`config.mk`:
```
export PLATFORM = sky130hd
export DESIGN_NAME = crc_spi_regs
export DESIGN_NICKNAME = d
export VERILOG_FILES = /design/src/rtl/crc_spi_regs_pkg.sv /design/src/rtl/crc_spi_sync.sv /design/src/rtl/crc_spi_frame.sv /design/src/rtl/crc_spi_regbank.sv /design/src/rtl/crc_spi_regs.sv
export SDC_FILE = /design/constraint.sdc
export NUM_CORES = 1
export LEC_CHECK = 0
export ABC_AREA = 1
export BUFFER_PORTS_ARGS = -buffer_cell sky130_fd_sc_hd__clkbuf_2
export CORE_UTILIZATION = 60
export CTS_BUF_LIST = sky130_fd_sc_hd__clkbuf_8
export DETAILED_ROUTE_END_ITERATION = 10
export GPL_ROUTABILITY_DRIVEN = 1
export PLACE_DENSITY = 0.8
export SYNTH_ARGS = -nofsm -noshare
export SYNTH_HDL_FRONTEND = slang
export SYNTH_SLANG_ARGS = --single-unit
export TNS_END_PERCENT = 20
```
`constraint.sdc`:
```
create_clock -name clk -period 9.4 [get_ports clk]
set_input_delay 1.41 -clock clk [delete_from_list [all_inputs] [get_ports clk]]
set_output_delay 1.41 -clock clk [all_outputs]
set_load 0.01 [all_outputs]
```
`src/rtl/crc_spi_regs_pkg.sv`:
```
package crc_spi_regs_pkg;

    localparam int ADDR_W      = 3;
    localparam int NUM_ADDR    = 1 << ADDR_W;
    localparam int STATUS_ADDR = NUM_ADDR - 1;
    localparam int MAX_BYTES   = 3;
    localparam int DATA_W      = 8 * MAX_BYTES;
    localparam int SHIFT_W     = DATA_W + 8;
    localparam int CNT_W       = 6;
    localparam logic [7:0] CRC_POLY = 8'h07;

    // Bytes held by each address; the status register is one byte.
    function automatic int reg_bytes(input logic [ADDR_W-1:0] a);
        if (int'(a) < 2)      return 1;
        else if (int'(a) < 4) return 2;
        else if (int'(a) < 7) return 3;
        else                  return 1;
    endfunction

    // Bit offset of an address inside the packed configuration bus.
    function automatic int reg_offset(input logic [ADDR_W-1:0] a);
        int off;
        off = 0;
        for (int i = 0; i < NUM_ADDR; i++)
            if (i < int'(a)) off += 8 * reg_bytes(ADDR_W'(i));
        return off;
    endfunction

    localparam int CFG_W = reg_offset(ADDR_W'(STATUS_ADDR));

    function automatic logic [7:0] crc8_bit(input logic [7:0] c, input logic b);
        logic fb;
        fb = c[7] ^ b;
        return {c[6:0], 1'b0} ^ (fb ? CRC_POLY : 8'h00);
    endfunction

    // Continue a CRC over the low nb bytes of d, most significant bit first.
    function automatic logic [7:0] crc8_data(input logic [7:0] c, input logic [DATA_W-1:0] d,
                                             input int nb);
        logic [7:0] r;
        r = c;
        for (int i = 0; i < DATA_W; i++)
            if (i < 8 * nb) r = crc8_bit(r, d[8 * nb - 1 - i]);
        return r;
    endfunction

    typedef struct packed {
        logic [7:0]        cmd;
        logic [CNT_W-1:0]  bits;
        logic [DATA_W-1:0] data;
        logic [7:0]        rx_crc;
        logic [7:0]        calc_crc;
    } frame_t;

endpackage

```
`src/rtl/crc_spi_sync.sv`:
```
module crc_spi_sync #(
    parameter int STAGES = 2
) (
    input  logic clk,
    input  logic rst_n,
    input  logic sclk_i,
    input  logic cs_n_i,
    input  logic mosi_i,
    output logic sclk_rise_o,
    output logic sclk_fall_o,
    output logic cs_start_o,
    output logic cs_end_o,
    output logic cs_active_o,
    output logic mosi_o
);

    typedef struct packed {
        logic [STAGES:0]   sclk;
        logic [STAGES:0]   csn;
        logic [STAGES-1:0] mosi;
    } sync_t;

    sync_t q, d;

    always_comb begin
        d      = q;
        d.sclk = {q.sclk[STAGES-1:0], sclk_i};
        d.csn  = {q.csn[STAGES-1:0], cs_n_i};
        d.mosi = {q.mosi[STAGES-2:0], mosi_i};
    end

    always_ff @(posedge clk or negedge rst_n) begin
        if (!rst_n) begin
            q.sclk <= '0;
            q.csn  <= '1;
            q.mosi <= '0;
        end else begin
            q <= d;
        end
    end

    assign sclk_rise_o = q.sclk[STAGES-1] & ~q.sclk[STAGES];
    assign sclk_fall_o = ~q.sclk[STAGES-1] & q.sclk[STAGES];
    assign cs_start_o  = ~q.csn[STAGES-1] & q.csn[STAGES];
    assign cs_end_o    = q.csn[STAGES-1] & ~q.csn[STAGES];
    assign cs_active_o = ~q.csn[STAGES-1];
    assign mosi_o      = q.mosi[STAGES-1];

endmodule

```
`src/rtl/crc_spi_frame.sv`:
```
module crc_spi_frame
    import crc_spi_regs_pkg::*;
(
    input  logic              clk,
    input  logic              rst_n,
    input  logic              sclk_rise_i,
    input  logic              sclk_fall_i,
    input  logic              cs_start_i,
    input  logic              cs_end_i,
    input  logic              cs_active_i,
    input  logic              mosi_i,
    input  logic [DATA_W-1:0] rd_data_i,
    output logic [ADDR_W-1:0] rd_addr_o,
    output logic              miso_o,
    output logic              done_o,
    output frame_t            res_o
);

    typedef struct packed {
        logic [CNT_W-1:0]   cnt;
        logic [7:0]         cmd;
        logic [SHIFT_W-1:0] rx;
        logic [7:0]         crc;
        logic [SHIFT_W-1:0] tx;
        logic               load;
        logic               done;
        frame_t             res;
    } frame_st_t;

    frame_st_t q, d;
    int         nb_d;
    logic [7:0] tx_crc_d;

    always_comb begin
        d        = q;
        d.done   = 1'b0;
        d.load   = 1'b0;
        nb_d     = reg_bytes(q.cmd[ADDR_W-1:0]);
        tx_crc_d = crc8_data(q.crc, rd_data_i, nb_d);
        if (cs_start_i) begin
            d.cnt = '0;
            d.cmd = '0;
            d.rx  = '0;
            d.crc = '0;
            d.tx  = '0;
        end else if (cs_end_i) begin
            d.done         = 1'b1;
            d.res.cmd      = q.cmd;
            d.res.bits     = q.cnt;
            d.res.data     = q.rx[SHIFT_W-1:8];
            d.res.rx_crc   = q.rx[7:0];
            d.res.calc_crc = q.crc;
            d.tx           = '0;
        end else if (cs_active_i) begin
            // Reply for a read: data then CRC, left aligned at the shift MSB.
            if (q.load && q.cmd[7])
                d.tx = {rd_data_i, tx_crc_d} << (8 * (MAX_BYTES - nb_d));
            if (sclk_rise_i) begin
                d.rx = {q.rx[SHIFT_W-2:0], mosi_i};
                if (q.cnt != '1) d.cnt = q.cnt + 1'b1;
                if (int'(q.cnt) < 8 || int'(q.cnt) < 8 * (1 + nb_d))
                    d.crc = crc8_bit(q.crc, mosi_i);
                if (int'(q.cnt) == 7) begin
                    d.cmd  = {q.rx[6:0], mosi_i};
                    d.load = 1'b1;
                end
            end
            if (sclk_fall_i && int'(q.cnt) >= 9)
                d.tx = {q.tx[SHIFT_W-2:0], 1'b0};
        end
    end

    always_ff @(posedge clk or negedge rst_n) begin
        if (!rst_n) q <= '0;
        else        q <= d;
    end

    assign rd_addr_o = q.cmd[ADDR_W-1:0];
    assign miso_o    = q.tx[SHIFT_W-1];
    assign done_o    = q.done;
    assign res_o     = q.res;

endmodule

```
`src/rtl/crc_spi_regbank.sv`:
```
module crc_spi_regbank
    import crc_spi_regs_pkg::*;
(
    input  logic              clk,
    input  logic              rst_n,
    input  logic              done_i,
    input  frame_t            res_i,
    input  logic [ADDR_W-1:0] rd_addr_i,
    output logic [DATA_W-1:0] rd_data_o,
    output logic [CFG_W-1:0]  cfg_o,
    output logic              crc_err_o,
    output logic              clk_err_o
);

    typedef struct packed {
        logic [CFG_W-1:0] cfg;
        logic             crc_err;
        logic             clk_err;
    } bank_t;

    bank_t             q, d;
    logic [ADDR_W-1:0] wa_d;
    int                wnb_d;
    logic              cnt_ok_d;

    always_comb begin
        d        = q;
        wa_d     = res_i.cmd[ADDR_W-1:0];
        wnb_d    = reg_bytes(wa_d);
        cnt_ok_d = (int'(res_i.bits) == 8 * (wnb_d + 2));
        if (done_i) begin
            if (!cnt_ok_d) begin
                d.clk_err = 1'b1;
            end else if (!res_i.cmd[7]) begin
                if (res_i.rx_crc != res_i.calc_crc) begin
                    d.crc_err = 1'b1;
                end else if (int'(wa_d) == STATUS_ADDR) begin
                    if (res_i.data[0]) d.crc_err = 1'b0;
                    if (res_i.data[1]) d.clk_err = 1'b0;
                end else begin
                    for (int a = 0; a < STATUS_ADDR; a++)
                        for (int b = 0; b < DATA_W; b++)
                            if (int'(wa_d) == a && b < 8 * reg_bytes(ADDR_W'(a)))
                                d.cfg[reg_offset(ADDR_W'(a)) + b] = res_i.data[b];
                end
            end
        end
    end

    always_ff @(posedge clk or negedge rst_n) begin
        if (!rst_n) q <= '0;
        else        q <= d;
    end

    always_comb begin
        rd_data_o = '0;
        if (int'(rd_addr_i) == STATUS_ADDR) begin
            rd_data_o[1:0] = {q.clk_err, q.crc_err};
        end else begin
            for (int a = 0; a < STATUS_ADDR; a++)
                for (int b = 0; b < DATA_W; b++)
                    if (int'(rd_addr_i) == a && b < 8 * reg_bytes(ADDR_W'(a)))
                        rd_data_o[b] = q.cfg[reg_offset(ADDR_W'(a)) + b];
        end
    end

    assign cfg_o     = q.cfg;
    assign crc_err_o = q.crc_err;
    assign clk_err_o = q.clk_err;

endmodule

```
`src/rtl/crc_spi_regs.sv`:
```
module crc_spi_regs
    import crc_spi_regs_pkg::*;
#(
    parameter int SYNC_STAGES = 2
) (
    input  logic             clk,
    input  logic             rst_n,
    input  logic             sclk_i,
    input  logic             cs_n_i,
    input  logic             mosi_i,
    output logic             miso_o,
    output logic [CFG_W-1:0] cfg_o,
    output logic             crc_err_o,
    output logic             clk_err_o
);

    logic              sclk_rise, sclk_fall, cs_start, cs_end, cs_active, mosi_s;
    logic [ADDR_W-1:0] rd_addr;
    logic [DATA_W-1:0] rd_data;
    logic              frame_done;
    frame_t            frame_res;

    crc_spi_sync #(.STAGES(SYNC_STAGES)) u_sync (
        .clk         (clk),
        .rst_n       (rst_n),
        .sclk_i      (sclk_i),
        .cs_n_i      (cs_n_i),
        .mosi_i      (mosi_i),
        .sclk_rise_o (sclk_rise),
        .sclk_fall_o (sclk_fall),
        .cs_start_o  (cs_start),
        .cs_end_o    (cs_end),
        .cs_active_o (cs_active),
        .mosi_o      (mosi_s)
    );

    crc_spi_frame u_frame (
        .clk         (clk),
        .rst_n       (rst_n),
        .sclk_rise_i (sclk_rise),
        .sclk_fall_i (sclk_fall),
        .cs_start_i  (cs_start),
        .cs_end_i    (cs_end),
        .cs_active_i (cs_active),
        .mosi_i      (mosi_s),
        .rd_data_i   (rd_data),
        .rd_addr_o   (rd_addr),
        .miso_o      (miso_o),
        .done_o      (frame_done),
        .res_o       (frame_res)
    );

    crc_spi_regbank u_bank (
        .clk       (clk),
        .rst_n     (rst_n),
        .done_i    (frame_done),
        .res_i     (frame_res),
        .rd_addr_i (rd_addr),
        .rd_data_o (rd_data),
        .cfg_o     (cfg_o),
        .crc_err_o (crc_err_o),
        .clk_err_o (clk_err_o)
    );

endmodule

```
==> impl_results.md <==
* WL/cell at 18.5 µm
* Synth Area in Compound Gates at 0.143
* Post-Synth Adder-Cell Area at 0.00898
* Synth Warn # at 0
* Final GP Congestion at slightly below 1
* Worst Setup End Kind: register
* Die Wd at around 150 µm
* DRT Pass-1 Iters at 6
* Mux share of post-synthesis cell area at 0.00242
* Core Rows at 55
* Async SR Flop Fraction at 1.00
* Placeable Area at 22700 µm²
* Initial antenna violation count at 0
* Yosys top cell area share at 0.469
* Largest family of logic cells by synthesized area: simple AND/OR/NAND/NOR gates
* Die Y at between 150 and 200 µm
* Max-cap violations at 0
* Post-synthesis xor/xnor area fraction at 0.00566
* Cell taking the most area after synthesis: dfrtp_1
* ANT cells at 0
* Setup CP Type: reg -> reg
* Drt drc at 0
* Post-synth top flop: dfrtp_1
* Reg clk slew, reported paths at 0.06 ns
* Post-synth net total at between 1500 and 2000
* Post-CTS setup buffer count at 0
* TritonCTS Buffers at between 40 and 50
* Synthesized instance count at between 1500 and 2000
* EDFF count, synth at 0
* Worst Skew at around 0.026 ns
* H-tree depth at 2
* Leakage at 7.80 nW
* Part of the Yosys area used for sequential elements at 0.474
* Via count at around 13000
* # IOs at between 100 and 150
* CP delay by family, top: simple AND/OR/NAND/NOR gates
* First-pass GRT wire length at ~65000 µm
* Highest clock rate at about 140 MHz
* Setup TNS at 0 ns
* Max incr delay on CP at 0.81 ns
* Post-CTS Resized at 0
* CTS tree: done
* Gr ovfl total at 0
* Simple-Gate Fraction of Synth Area at 0.293
* Endpoints failing hold at 0
* Max VDD drop at approximately 0.15 mV
* Share of layout cells above drive strength 1 at 0.140
* Cell area after synthesis at about 14000 µm²
* Crit-path max FO at 41
* Worst hold path class: reg -> reg
* Initial core utilization at 0.614
* Most common cell after layout, fill and taps aside: nand2_1
* RSZ-0062 raised after global routing: no
* Total GRT Usage at 0.352
* Most common cell on crit path: nand2_1
* Hpwl dp at approximately 30000 µm
* Die area at ~24000 µm²
* Final Setup Violations at 0
* Max stage delay cell, worst path: dfrtp_1
* # port buffers at about 130
* Slew Limit Fails at 0
* Period utilisation layout at 0.740
* Detailed Route WL at between 40000 and 50000 µm
* Layout overhead on the synthesized area at 11.1%
* Worst Max-Slew Pin Slew at between 1 and 1.5 ns
* Most frequent cells in the layout: nand2_1 (606), dfrtp_1 (261), o21ai_0 (234), nand3_1 (175), inv_1 (159)
* Post-route minimum period at ~7.0 ns
* Pwr Density at roughly 220 nW/µm²
* Nets@finish at between 1500 and 2000
* # hold bufs at CTS at 0
* Drt initial violations at roughly 1400
* Mean post-synth cell area at 7.57 µm²
* Pwr Total at 0.00333 W
* Final Instance Area at 15500 µm²
* Worst Setup Start Kind: register
* FF+latch count, synth at 264
* Ranking of synthesized cells by area: dfrtp_1 (47%), nand2_1 (16%), o21ai_0 (8.4%)
* Synth cell types at 52
* WP data arrival at 7.40 ns
* Longest Clk Path Bufs at 3
* Buffers & Inverters on Critical Path at 5
* Post-route ant nets at 0
* Worst slew margin at 0.195
* Status: finished clean
* Vias/cell at roughly 6
* CTS sink count at around 260
* Clk_lat worst skew at between 0.5 and 0.6 ns
* Dpl cell area at between 10000 and 15000 µm²
* Clk Tree Root Cell: clkbuf_8
* Required @ worst endpoint at 9.84 ns
* Largest net degree at the start of global routing at between 100 and 150
* Vias in the first global route at about 12000
## layer usage
| metal | vias to the layer above | track usage | part of all wire |
|---|---|---|---|
| li1 | 6225 | - | - |
| met1 | 6273 | 0.497 | 0.42 |
| met2 | 689 | 0.532 | 0.44 |
| met3 | 126 | 0.0602 | 0.090 |
| met4 | 0 | 0.165 | 0.046 |
| met5 | - | 0 | 0 |
## registers in the layout, summed over array words and instances, names as in the netlist
register           cells
u_sync.q               2
u_bank.cfg_o         120
u_frame.miso_o         1
u_bank.crc_err_o       1
u_frame.res_o         50
u_bank.clk_err_o       1
u_sync.d               5
u_frame.rd_addr_o      3
u_frame.done_o         1
u_frame.q             79
u_sync.mosi_o          1
## cell type report
type                       instances  area [µm²]
sequential                       264        6610
clock buffer                      54         743
inverter                         161         613
timing repair buffer             137         721
multi-input combinational       1329        6340
tap                              285         357
clock inverter                    18        93.8
fill                            1924        7230
## path summary, 6_finish.rpt
check,start,to,slack [ns],cells past startpoint
max,u_frame.rd_addr_o[2],u_frame.q[57],2.44,35
min,u_sync.d[3],u_sync.d[4],0.35,0
max reg2reg,u_frame.rd_addr_o[2],u_frame.q[57],2.44,35
min reg2reg,u_sync.d[3],u_sync.d[4],0.35,0
max in group asynchronous,rst_n,u_bank.cfg_o[69],6.84,2
min in group asynchronous,rst_n,u_bank.cfg_o[39],0.91,1
## cell families after synthesis
family                     after synthesis
and+or+nand+nor                        947
AOI/OAI and AO/OA                      360
DFF                                    264
buffers and inverters                  247
adders and majority gates               10
xor gates and xnor gates                 9
muxes                                    3
## power breakdown
group          leakage, nW  internal (W)  total, W  switching (W)
combinational         3.70      0.000345   0.00115       0.000802
clock                0.472      0.000519  0.000979       0.000461
sequential            3.63       0.00117   0.00120      0.0000301
## per-stage QoR
stage	std cells	utilization	setup WS [ns]	hold slack, ns
6_report	2248	0.682	2.44	0.351
5_1_grt	2248	0.682	1.85	0.351
4_1_cts	2248	0.682	2.57	0.354
3_5_place_dp	2176	0.645	2.65	0.341
3_3_place_gp	2176	0.645	2.92	0.333
2_1_floorplan	1840	-	4.50	0.331
## synthesized netlist by cell type, drive strengths merged (2+ instances only)
cell / number
nand2: 629
dfrtp: 261
o21ai: 244
nand3: 193
inv: 157
nor2: 88
clkbuf: 60
a21oi: 54
buf: 26
nand4: 16
o31ai: 16
a22o: 11
ha: 10
o211ai: 8
xor2: 8
or2: 7
a32o: 6
nor3: 6
o22ai: 5
a211oi: 4
a22oi: 4
clkinv: 4
nor4: 4
dfstp: 3
mux2: 3
nand3b: 3
a21boi: 2
a221oi: 2
a31oi: 2
No activity file was read; power rests on OpenSTA's default activity.
